$ cat config.mk
export PLATFORM = sky130hd
export DESIGN_NAME = irq_pend_ctrl
export DESIGN_NICKNAME = d
export VERILOG_FILES = /design/src/rtl/irq_pend_pkg.sv /design/src/rtl/irq_cfg_regs.sv /design/src/rtl/irq_edge_chan.sv /design/src/rtl/irq_any.sv /design/src/rtl/irq_pend_ctrl.sv
export SDC_FILE = /design/constraint.sdc
export NUM_CORES = 1
export LEC_CHECK = 0
export ABC_AREA = 1
export BUFFER_PORTS_ARGS = -buffer_cell sky130_fd_sc_hd__buf_2
export CAP_MARGIN = 25
export CORE_MARGIN = 2
export CORE_UTILIZATION = 41
export CTS_CLUSTER_DIAMETER = 200
export CTS_CLUSTER_SIZE = 30
export DETAILED_ROUTE_END_ITERATION = 7
export PLACE_DENSITY = 0.67
export SETUP_SLACK_MARGIN = 0.5
export SYNTH_ARGS = -nofsm -noshare
export SYNTH_HDL_FRONTEND = slang
export SYNTH_HIERARCHICAL = 1
export SYNTH_SLANG_ARGS = --single-unit
export TNS_END_PERCENT = 5
$ cat constraint.sdc
create_clock -name clk -period 1 [get_ports clk]
set_input_delay 0 -clock clk [delete_from_list [all_inputs] [get_ports clk]]
set_output_delay 0 -clock clk [all_outputs]
set_load 0.05 [all_outputs]
$ cat src/rtl/irq_pend_pkg.sv
package irq_pend_pkg;

    typedef enum logic [1:0] {
        SEL_ENABLE  = 2'b00,
        SEL_MASK    = 2'b01,
        SEL_PENDING = 2'b10,
        SEL_NONE    = 2'b11
    } wr_sel_e;

    typedef enum logic {
        FLAG_LOW  = 1'b0,
        FLAG_HIGH = 1'b1
    } flag_state_e;

endpackage

$ cat src/rtl/irq_cfg_regs.sv
module irq_cfg_regs
    import irq_pend_pkg::*;
#(
    parameter int N_CH = 8
) (
    input  logic            clk,
    input  logic            rst_n,
    input  logic            wr_en,
    input  logic [1:0]      wr_sel,
    input  logic [N_CH-1:0] wr_data,
    output logic [N_CH-1:0] en_q,
    output logic [N_CH-1:0] mask_q
);

    logic wr_en_sel;
    logic wr_mask_sel;

    always_comb begin
        wr_en_sel   = wr_en && (wr_sel_e'(wr_sel) == SEL_ENABLE);
        wr_mask_sel = wr_en && (wr_sel_e'(wr_sel) == SEL_MASK);
    end

    always_ff @(posedge clk) begin
        if (!rst_n) begin
            en_q   <= '0;
            mask_q <= '0;
        end else begin
            if (wr_en_sel)   en_q   <= wr_data;
            if (wr_mask_sel) mask_q <= wr_data;
        end
    end

    assert_cfg_load_R9: assert property (@(posedge clk) disable iff (!rst_n)
        wr_mask_sel |=> (mask_q == $past(wr_data)));

endmodule

$ cat src/rtl/irq_edge_chan.sv
module irq_edge_chan
    import irq_pend_pkg::*;
(
    input  logic clk,
    input  logic rst_n,
    input  logic flag_i,
    input  logic en_i,
    input  logic sw_clr_i,
    input  logic dis_clr_i,
    output logic pend_o
);

    flag_state_e state_q;
    flag_state_e state_d;
    logic        rise;
    logic        pend_d;

    always_ff @(posedge clk) begin
        if (!rst_n) state_q <= FLAG_LOW;
        else        state_q <= state_d;
    end

    always_comb begin
        state_d = state_q;
        rise    = 1'b0;
        unique case (state_q)
            FLAG_LOW: begin
                if (flag_i) begin
                    state_d = FLAG_HIGH;
                    rise    = 1'b1;
                end
            end
            FLAG_HIGH: begin
                if (!flag_i) state_d = FLAG_LOW;
            end
            default: state_d = FLAG_LOW;
        endcase
    end

    always_comb begin
        if (dis_clr_i)            pend_d = 1'b0;
        else if (rise && en_i)    pend_d = 1'b1;
        else if (sw_clr_i)        pend_d = 1'b0;
        else                      pend_d = pend_o;
    end

    always_ff @(posedge clk) begin
        if (!rst_n) pend_o <= 1'b0;
        else        pend_o <= pend_d;
    end

    assert_set_needs_enable_R3: assert property (@(posedge clk) disable iff (!rst_n)
        $rose(pend_o) |-> ($past(en_i) && $past(flag_i)));

    assert_hold_until_clear_R5: assert property (@(posedge clk) disable iff (!rst_n)
        ($past(pend_o) && !$past(sw_clr_i) && !$past(dis_clr_i)) |-> pend_o);

    assert_disable_clears_R7: assert property (@(posedge clk) disable iff (!rst_n)
        dis_clr_i |=> !pend_o);

    assert_edge_beats_clear_R8: assert property (@(posedge clk) disable iff (!rst_n)
        (sw_clr_i && !dis_clr_i && en_i && flag_i && state_q == FLAG_LOW) |=> pend_o);

endmodule

$ cat src/rtl/irq_any.sv
module irq_any #(
    parameter int N_CH = 8
) (
    input  logic [N_CH-1:0] pend_i,
    input  logic [N_CH-1:0] mask_i,
    output logic            req_o
);

    always_comb begin
        req_o = |(pend_i & mask_i);
    end

endmodule

$ cat src/rtl/irq_pend_ctrl.sv
module irq_pend_ctrl
    import irq_pend_pkg::*;
#(
    parameter int N_CH = 8
) (
    input  logic            clk,
    input  logic            rst_n,
    input  logic [N_CH-1:0] flag,
    input  logic            wr_en,
    input  logic [1:0]      wr_sel,
    input  logic [N_CH-1:0] wr_data,
    output logic [N_CH-1:0] enable,
    output logic [N_CH-1:0] mask,
    output logic [N_CH-1:0] pending,
    output logic            irq
);

    logic wr_pend_sel;
    logic wr_en_sel;

    always_comb begin
        wr_pend_sel = wr_en && (wr_sel_e'(wr_sel) == SEL_PENDING);
        wr_en_sel   = wr_en && (wr_sel_e'(wr_sel) == SEL_ENABLE);
    end

    irq_cfg_regs #(.N_CH(N_CH)) u_cfg (
        .clk     (clk),
        .rst_n   (rst_n),
        .wr_en   (wr_en),
        .wr_sel  (wr_sel),
        .wr_data (wr_data),
        .en_q    (enable),
        .mask_q  (mask)
    );

    for (genvar ch = 0; ch < N_CH; ch++) begin : g_chan
        irq_edge_chan u_chan (
            .clk       (clk),
            .rst_n     (rst_n),
            .flag_i    (flag[ch]),
            .en_i      (enable[ch]),
            .sw_clr_i  (wr_pend_sel && !wr_data[ch]),
            .dis_clr_i (wr_en_sel && !wr_data[ch]),
            .pend_o    (pending[ch])
        );
    end

    irq_any #(.N_CH(N_CH)) u_any (
        .pend_i (pending),
        .mask_i (mask),
        .req_o  (irq)
    );

    assert_irq_has_source_R6: assert property (@(posedge clk) disable iff (!rst_n)
        irq |-> ($countones(pending) > 0 && $countones(mask) > 0));

    assert_masked_quiet_R4: assert property (@(posedge clk) disable iff (!rst_n)
        (mask == '0) |-> !irq);

    assert_ones_ignored_R5: assert property (@(posedge clk) disable iff (!rst_n)
        (wr_pend_sel && wr_data == '1) |=> ((pending & $past(pending)) == $past(pending)));

endmodule

# Yosys cells after proc, flatten, opt, wreduce, memory -nomap -nowiden
# Cells that the tools add are included.
[classes]
n_eq_ne = 2
muxes = 32
n_bitwise = 2
reduce_logical = 53
[op_table]
columns = ["op", "count"]
rows = [
  ["2-to-1 mux 1 bit", 32],
  ["logical AND 1 bit", 27],
  ["nonzero test 2 bit", 8],
  ["OR reduction 2 bit", 8],
  ["AND 8 bit", 1],
  ["zero test 1 bit", 8],
  ["OR reduction 8 bit", 1],
  ["== test 2 x 1 -> 1 bit, second input constant", 1],
  ["== test 2 bit, second input constant", 1],
  ["zero test 2 bit", 1],
  ["inverter 1 bit", 1],
]
[totals]
regBits = 32
in_bits = 21
wordCells = 107

# Logic depth before layout (Yosys ltp)
# Gate-level depths: netlist of the first run.
[depth]
ltp_word = 5
depth_mapped = 6
depth_no_buf = 6

# Hierarchy
# Netlist of the first run, hierarchy kept.
[modules_own_cells]
columns = ["module", "n_inst", "cells_each", "area_each_um2", "seq_area_each_um2"]
rows = [
  ["irq_cfg_regs", 1, 105, 721.9, 320.3],
  ["irq_edge_chan", 8, 11, 80.1, 40.0],
  ["irq_pend_ctrl", 1, 20, 86.3, 0.0],
  ["irq_any", 1, 15, 56.3, 0.0],
]

# Least setup slack after synthesis of the first run
# OpenSTA, ideal clock, no wires.
[synth_path]
kind = "reg2out"
from = "reg g_chan[1].u_chan.pend_o"
to = "out irq"
arrival_time_ns = 1.176
t_required_ns = 1.000
slack_ns = -0.176
path_stages_with_launch = 5
path_cell_list = "dfxtp_1 -> nand2_1 -> nand2_1 -> nor2_1 -> nand2_1"
[synth_via]
elab_chain_len = 2
[synth_rtl]
columns = ["element", "line_no", "text"]
rows = [
  ["start: declaration", "irq_edge_chan.sv:10", "output logic pend_o"],
  ["start signal: assignment", "irq_edge_chan.sv:49", "else pend_o <= pend_d;"],
  ["AND 8 bit", "irq_any.sv:10", "req_o = |(pend_i & mask_i);"],
  ["OR reduction 8 bit", "irq_any.sv:10", ""],
  ["end: declaration", "irq_pend_ctrl.sv:15", "output logic irq"],
]
# Every way passes these cells.

# Worst setup path after layout of the first run
[layout_path]
from = "reg g_chan[6].u_chan.pend_o"
to = "out irq"
[layout_via]
elab_chain_len = 2
[layout_rtl]
columns = ["element", "line_no"]
rows = [
  ["start: declaration", "irq_edge_chan.sv:10"],
  ["start signal: assignment", "irq_edge_chan.sv:49"],
  ["AND 8 bit", "irq_any.sv:10"],
  ["OR reduction 8 bit", "irq_any.sv:10"],
]
# Every way passes these cells.

==> impl_metrics.xml, run 1 <==
<?xml version="1.0" encoding="UTF-8"?>
<metrics>
  <group name="grt">
    <metric name="grt_first_pass_wirelength" unit="µm">6510</metric>
    <metric name="global_route.usage.total" unit="%">20.7</metric>
    <metric name="grt-ovfl-total" unit="">0</metric>
    <metric name="grt_pass1_vias" unit="">1410</metric>
    <metric name="antenna_found_initial" unit="">0</metric>
    <metric name="grt_start_max_net_pins" unit="">33</metric>
  </group>
  <group name="placement">
    <metric name="place.detailed.instances" unit="">317</metric>
    <metric name="hpwl" unit="µm">2340</metric>
    <metric name="place_area" unit="mm²">0.00185</metric>
    <metric name="place_congestion" unit="">0.771</metric>
    <metric name="dpl_worst_slack" unit="ps">148</metric>
    <metric name="number_of_buffer_cells_added_on_primary_ports" unit="">45</metric>
  </group>
  <group name="sta">
    <metric name="final.period_utilization" unit="%">110</metric>
    <metric name="timing.final.setup_violations" unit="">2</metric>
    <metric name="fin_ws" unit="ps">-103</metric>
    <metric name="worst_hold_slack_across_all_endpoints" unit="ps">-88.3</metric>
    <metric name="final-hold-violation-count" unit="">19</metric>
    <metric name="max_freq" unit="GHz">0.906</metric>
    <metric name="worst_clock_skew" unit="ps">8.97</metric>
    <metric name="timing.final.crit_period" unit="ps">1100</metric>
    <metric name="max-slew-margin-rel" unit="%">61.7</metric>
    <metric name="timing_worst_slew_pin_value" unit="ps">574</metric>
    <metric name="report.final.slew_viol_count" unit="">0</metric>
    <metric name="rsz_0062_raised_after_global_routing" unit="">yes</metric>
  </group>
  <group name="logic_synthesis">
    <metric name="synthesis.instances" unit="">228</metric>
    <metric name="synth-warning-count" unit="">6</metric>
    <metric name="ys_seq_elements" unit="">32</metric>
    <metric name="net_count_of_the_mapped_netlist" unit="">249</metric>
    <metric name="synth_seq_area_share" unit="%">42.6</metric>
    <metric name="yosys.area.top_type" unit="">dfxtp_1</metric>
    <metric name="synth_top_cell_area_share" unit="%">42.6</metric>
    <metric name="synth.area.top_cells" unit="">dfxtp_1 (43%), nand2_1 (15%), inv_1 (12%), nor2_1 (10%), nand3_1 (5.3%)</metric>
    <metric name="netlist_area" unit="mm²">0.00151</metric>
    <metric name="synth.lib_cells_used.distinct" unit="">16</metric>
    <metric name="syn_area_per_cell" unit="µm²">6.60</metric>
  </group>
  <group name="pwr">
    <metric name="power.density_cell_area" unit="mW/mm²">1170</metric>
    <metric name="static-leakage-power" unit="nW">1.19</metric>
    <metric name="worst_ir_drop_vdd" unit="µV">872</metric>
  </group>
  <group name="die">
    <metric name="die_height" unit="µm">64.6</metric>
    <metric name="core" unit="mm²">0.00361</metric>
    <metric name="die_width" unit="µm">64.6</metric>
    <metric name="floorplan.initialDensity" unit="%">41.7</metric>
    <metric name="num_rows" unit="">22</metric>
    <metric name="top_level_ports" unit="">46</metric>
    <metric name="dieArea" unit="mm²">0.00417</metric>
  </group>
  <group name="routing">
    <metric name="avgRoutedWirePerCell" unit="µm">11.6</metric>
    <metric name="antenna_nets_post_route" unit="">0</metric>
    <metric name="vias_per_cell" unit="">4.42</metric>
    <metric name="detail_route.first_pass.iterations" unit="">4</metric>
    <metric name="drc" unit="">0</metric>
    <metric name="route.final.wire_length" unit="µm">3960</metric>
    <metric name="vias" unit="">1502</metric>
    <metric name="drt_iter0_drc" unit="">73</metric>
  </group>
  <group name="cells_and_area">
    <metric name="flow.area_growth_from_synthesis" unit="%">68.3</metric>
    <metric name="final_net_count" unit="">312</metric>
    <metric name="instances_no_fill" unit="">340</metric>
    <metric name="drive_gt1_share" unit="%">52.4</metric>
    <metric name="n_fill_cell" unit="">274</metric>
    <metric name="final_design_area_no_fill" unit="mm²">0.00253</metric>
    <metric name="antenna_cells" unit="">0</metric>
  </group>
  <group name="hold_path">
    <metric name="min_path_type" unit="">input port to flop</metric>
  </group>
  <group name="cts">
    <metric name="cts_tree" unit="">done</metric>
    <metric name="htree_num_levels" unit="">2</metric>
    <metric name="root_buffer" unit="">clkbuf_8</metric>
    <metric name="ctsLongestPathBuffers" unit="">2</metric>
    <metric name="cts_sinks" unit="">32</metric>
    <metric name="clkLatencyLatePin" unit="ps">290</metric>
    <metric name="number_of_clock_buffers_inserted_by_tritoncts" unit="">5</metric>
    <metric name="path_clk_slew" unit="ps">60</metric>
  </group>
  <group name="critical_path">
    <metric name="timing.critical_path.required" unit="ps">1000</metric>
    <metric name="startpoint_types" unit="">flop</metric>
    <metric name="worstSetupStartpoint" unit="">g_chan[6].u_chan/pend_o</metric>
    <metric name="number_of_cells_traversed_by_the_worst_register_to_register_path" unit="">4</metric>
    <metric name="startpoint_to_endpoint_class_of_the_critical_path" unit="">flop to output pin</metric>
    <metric name="endpoint" unit="">irq</metric>
    <metric name="timing.rr.start" unit="">g_chan[2].u_chan/pend_o</metric>
    <metric name="setup.reg_to_reg.worst_slack" unit="ps">200</metric>
    <metric name="endpoint_kind" unit="">output pin</metric>
    <metric name="timing.rr.end" unit="">g_chan[2].u_chan/pend_o</metric>
    <metric name="critical_path_arrival" unit="ps">1100</metric>
    <metric name="crit_fanout" unit="">3</metric>
  </group>
  <group name="flow_run">
    <metric name="max_cap_viol_count" unit="">0</metric>
  </group>
  <group name="status">
    <metric name="failed_checks" unit="">negative hold slack, negative setup slack</metric>
    <metric name="outcome" unit="">finished, violations left</metric>
  </group>
</metrics>
[repair_timing]
item                                   CTS  global route
resized for setup                      103            41
endpoints found under the hold margin   20            15
pin swaps                               27            48
setup endpoints to repair               49            49
buffers inserted                         9             6
gates cloned                             0             0
[registers in the layout, indices dropped and copies added (netlist names)]
register and count:
u_cfg/en_q 8, g_chan.u_chan/state_q 8, g_chan.u_chan/pend_o 8, u_cfg/mask_q 8
[worst min-delay path by stage]
stage	startpoint	to	cells after the start
after floorplan	flag[0]	g_chan[0].u_chan/state_q	2
after global placement	flag[2]	g_chan[2].u_chan/state_q	3
after detailed placement	flag[3]	g_chan[3].u_chan/state_q	3
after CTS	flag[1]	g_chan[1].u_chan/state_q	3
after global routing	flag[5]	g_chan[5].u_chan/state_q	3
final	flag[5]	g_chan[5].u_chan/state_q	3
[where the power goes]
part | switching (mW) | internal [mW] | leakage [nW]
registers | 0.0517 | 1.30 | 0.280
logic | 0.399 | 0.274 | 0.868
clock network | 0.469 | 0.471 | 0.0453
total | 0.919 | 2.05 | 1.19
[layout by cell type (no fill, tap or decap)]
cell type	count
nand2_2	15
clkbuf_8	5
clkinv_2	2
inv_1	45
buf_12	1
dfxtp_2	1
nand2_1	42
nor2_1	40
a21oi_2	15
buf_8	23
nor2_2	2
nand3_1	3
dfxtp_1	8
inv_2	5
a21oi_4	1
buf_6	13
nand2_4	5
nand3_4	2
buf_4	7
nand3_2	13
nor2_4	2
clkinv_1	1
dfxtp_4	23
buf_2	18
[synthesized netlist by cell type (all sizes together)]
cell	n
nor2	44
buf	5
nand3	18
nand2	62
dfxtp	32
inv	50
a21oi	16
clkbuf	1
[logic make-up (layout without fill, tap and decap cells)]
group	Yosys count	count (layout)	synth area share, %
AOI/OAI and AO/OA	16	16	7.32
buffers and inverters	56	120	15.4
DFF	32	32	42.6
and+or+nand+nor	124	124	34.7
[metal layers]
metal | GRT usage [%] | routed length, µm
met3 | 5.73 | 163
met5 | 0 | 0
met2 | 33.7 | 1990
met1 | 25.6 | 1790
met4 | 9.31 | 9
[worst max-delay path: stages, from the launching register on]
cell and delay [ps]:
dfxtp_4 360, nand2_2 80, nand2_2 60, nor2_4 110, nand2_2 60, buf_8 140
[cell type report]
cell class	count	area (µm²)	share of cell area, %
timing repair buffer	62	654	25.8
sequential	32	728	28.7
clock inverter	3	13.8	0.543
multi-input combinational	140	821	32.4
tap	48	60.1	2.37
inverter	50	188	7.41
clock buffer	5	68.8	2.72
[stage by stage]
| step | total power [mW] | setup TNS [ps] | util (%) |
|---|---|---|---|
| floorplan | 1.71 | 0 | - |
| global placement | 1.85 | 0 | 51.2 |
| detailed placement | 1.86 | 0 | 51.2 |
| CTS | 2.94 | -87.8 | 64.6 |
| global route | 3.14 | -215 | 70.3 |
| finish | 2.97 | -142 | 70.3 |
(Power assumes the default switching activity.)
==> run 2, diff against run 1 <==
Settings changed: CAP_MARGIN 25 to 20.
Clock period 1 ns to 1.1 ns, I/O delays scaled along.
==> run 2 against run 1 <==
The run ends with negative hold slack left. Register-to-register slack improved by 160 ps. Non-clock buffer count decreased by 3. Global-route usage down 2.2 points. Die area unchanged. Via count shrank 1.9%.
==> impl_metrics.xml, run 2 (synthesis results as in run 1) <==
<?xml version="1.0" encoding="UTF-8"?>
<metrics>
  <group name="status">
    <metric name="outcome" unit="">finished, violations left</metric>
    <metric name="failed_checks" unit="">negative hold slack</metric>
  </group>
  <group name="cells_and_area">
    <metric name="antenna_cells" unit="">0</metric>
    <metric name="final-seq-area" unit="µm²">731</metric>
    <metric name="multiInputGateArea" unit="µm²">787</metric>
    <metric name="mostFrequentLayoutCells" unit="">nand2_1 (47), inv_1 (42), nor2_1 (41)</metric>
    <metric name="final_net_count" unit="">309</metric>
    <metric name="drive_gt1_share" unit="%">50.5</metric>
    <metric name="n_fill_cell" unit="">295</metric>
    <metric name="flow.area_growth_from_synthesis" unit="%">63.3</metric>
    <metric name="layout_commonest_cell" unit="">nand2_1</metric>
    <metric name="instances_no_fill" unit="">337</metric>
  </group>
  <group name="routing">
    <metric name="avgRoutedWirePerCell" unit="µm">11.3</metric>
    <metric name="route.final.wire_length" unit="µm">3800</metric>
    <metric name="vias" unit="">1474</metric>
    <metric name="detail_route.first_pass.iterations" unit="">4</metric>
    <metric name="antenna_nets_post_route" unit="">0</metric>
    <metric name="vias_per_cell" unit="">4.37</metric>
    <metric name="drt_iter0_drc" unit="">92</metric>
    <metric name="drc" unit="">0</metric>
  </group>
  <group name="sta">
    <metric name="timing.final.setup_violations" unit="">0</metric>
    <metric name="rsz_0062_raised_after_global_routing" unit="">yes</metric>
    <metric name="max_freq" unit="GHz">0.922</metric>
    <metric name="report.final.slew_viol_count" unit="">0</metric>
    <metric name="max-slew-margin-rel" unit="%">63.7</metric>
    <metric name="fin_ws" unit="ps">15.9</metric>
    <metric name="timing_worst_slew_pin_value" unit="ps">544</metric>
    <metric name="worst_clock_skew" unit="ps">2.19</metric>
    <metric name="final-hold-violation-count" unit="">11</metric>
    <metric name="final.period_utilization" unit="%">98.6</metric>
    <metric name="worst_hold_slack_across_all_endpoints" unit="ps">-23.0</metric>
    <metric name="timing.final.crit_period" unit="ps">1080</metric>
  </group>
  <group name="die">
    <metric name="top_level_ports" unit="">46</metric>
    <metric name="num_rows" unit="">22</metric>
    <metric name="floorplan.initialDensity" unit="%">41.7</metric>
    <metric name="dieArea" unit="mm²">0.00417</metric>
    <metric name="die_height" unit="µm">64.6</metric>
    <metric name="die_width" unit="µm">64.6</metric>
    <metric name="core" unit="mm²">0.00361</metric>
  </group>
  <group name="grt">
    <metric name="grt_pass1_vias" unit="">1305</metric>
    <metric name="grt_start_max_net_pins" unit="">33</metric>
    <metric name="grt_first_pass_wirelength" unit="µm">5820</metric>
    <metric name="global_route.usage.total" unit="%">18.5</metric>
    <metric name="antenna_found_initial" unit="">0</metric>
    <metric name="grt-ovfl-total" unit="">0</metric>
  </group>
  <group name="cts">
    <metric name="htree_num_levels" unit="">2</metric>
    <metric name="root_buffer" unit="">clkbuf_8</metric>
    <metric name="clkLatencyLatePin" unit="ps">280</metric>
    <metric name="number_of_clock_buffers_inserted_by_tritoncts" unit="">5</metric>
    <metric name="ctsLongestPathBuffers" unit="">2</metric>
    <metric name="cts_tree" unit="">done</metric>
    <metric name="cts_hold_buf" unit="">8</metric>
    <metric name="path_clk_slew" unit="ps">60</metric>
    <metric name="cts_sinks" unit="">32</metric>
  </group>
  <group name="critical_path">
    <metric name="critical_path_buf_inv_count" unit="">1</metric>
    <metric name="crit_family" unit="">flip-flops</metric>
    <metric name="endpoint_kind" unit="">output pin</metric>
    <metric name="path_common_cell" unit="">nand2_1</metric>
    <metric name="timing.critical_path.required" unit="ps">1100</metric>
    <metric name="startpoint_to_endpoint_class_of_the_critical_path" unit="">flop to output pin</metric>
    <metric name="critical_path_cell_list" unit="">nand2_1, nand2_1, nor2_1, nand2_2, buf_8</metric>
    <metric name="crit_fanout" unit="">3</metric>
    <metric name="critPathMaxStageDelay" unit="ps">350</metric>
    <metric name="worst-path-stages" unit="">5</metric>
    <metric name="startpoint_types" unit="">flop</metric>
    <metric name="number_of_cells_traversed_by_the_worst_register_to_register_path" unit="">5</metric>
    <metric name="critical_path_arrival" unit="ps">1080</metric>
    <metric name="critical-path-slowest-cell" unit="">dfxtp_4</metric>
  </group>
  <group name="placement">
    <metric name="place_congestion" unit="">0.746</metric>
    <metric name="number_of_buffer_cells_added_on_primary_ports" unit="">45</metric>
    <metric name="dpl_worst_slack" unit="ps">253</metric>
    <metric name="hpwl" unit="µm">2350</metric>
    <metric name="place.detailed.instances" unit="">317</metric>
  </group>
  <group name="flow_run">
    <metric name="max_cap_viol_count" unit="">0</metric>
  </group>
  <group name="pwr">
    <metric name="power.density_cell_area" unit="mW/mm²">1120</metric>
    <metric name="static-leakage-power" unit="nW">1.15</metric>
    <metric name="worst_ir_drop_vdd" unit="µV">791</metric>
  </group>
  <group name="hold_path">
    <metric name="hold_path_depth" unit="">3</metric>
    <metric name="min_path_type" unit="">input port to flop</metric>
  </group>
</metrics>
run 2: changes by cell type in the layout (fill, tap and decap cells not counted), sizes merged:
| cell | previous run | this run |
|---|---|---|
| buf | 62 | 55 |
| clkbuf | 5 | 6 |
| clkinv | 3 | 2 |
| dlygate4sd3 | 0 | 4 |
run 2: final cells by class:
type | instances | share of cell area, %
multi-input cells | 140 | 32.0
clock inverters | 2 | 0.407
clock buffers | 6 | 3.36
well taps | 48 | 2.44
repair buffers | 59 | 24.4
inverters | 50 | 7.63
flip-flops and latches | 32 | 29.7
run 2: worst paths after layout:
check                                start                      end  slack, ps
setup / recovery           u_cfg/mask_q[4]                      irq         20
hold / removal                  wr_data[4]          u_cfg/mask_q[4]        -20
setup reg to reg           u_cfg/mask_q[7]          u_cfg/mask_q[7]        360
hold reg to reg   g_chan[1].u_chan/state_q  g_chan[1].u_chan/pend_o        480
run 2: report_power, final:
part,switching [mW],total (mW),internal (mW)
sequential,0.0529,1.24,1.19
clock,0.427,0.925,0.498
combinational,0.348,0.587,0.239
run 2: worst reg2reg max path, cell delays in order, from the launching register on:
cell	delay (ps)
dfxtp_4	340
buf_6	110
inv_2	40
nand2_2	40
nand2_1	60
nor2_1	40
run 2: stage by stage:
step | cell area [µm²] | util (%) | total power [mW] | TNS [ps] | hold slack (ps)
2_1_floorplan | 1580 | - | 1.55 | 0 | 93.5
3_3_place_gp | 1850 | 51.2 | 1.68 | 0 | 194
4_1_cts | 2070 | 57.5 | 2.66 | 0 | -15.3
6_report | 2460 | 68.2 | 2.75 | 0 | -23.0
3_5_place_dp | 1850 | 51.2 | 1.69 | 0 | 198
5_1_grt | 2460 | 68.2 | 2.89 | -38.2 | -18.5
run 2: routing by layer:
metal	global-route usage (%)	vias up	share of wire, %
met5	0	-	0
met4	9.57	0	1.7
met3	5.03	4	3.7
met2	30.6	33	50
met1	22.0	647	45
li1	-	790	-
run 2: timing repair:
action / in CTS / in global routing
setup buffers: 3 / 1
endpoints found under the hold margin: 21 / 4
resized for setup: 10 / 148
pin swaps: 5 / 44
endpoints found under the setup margin: 45 / 50
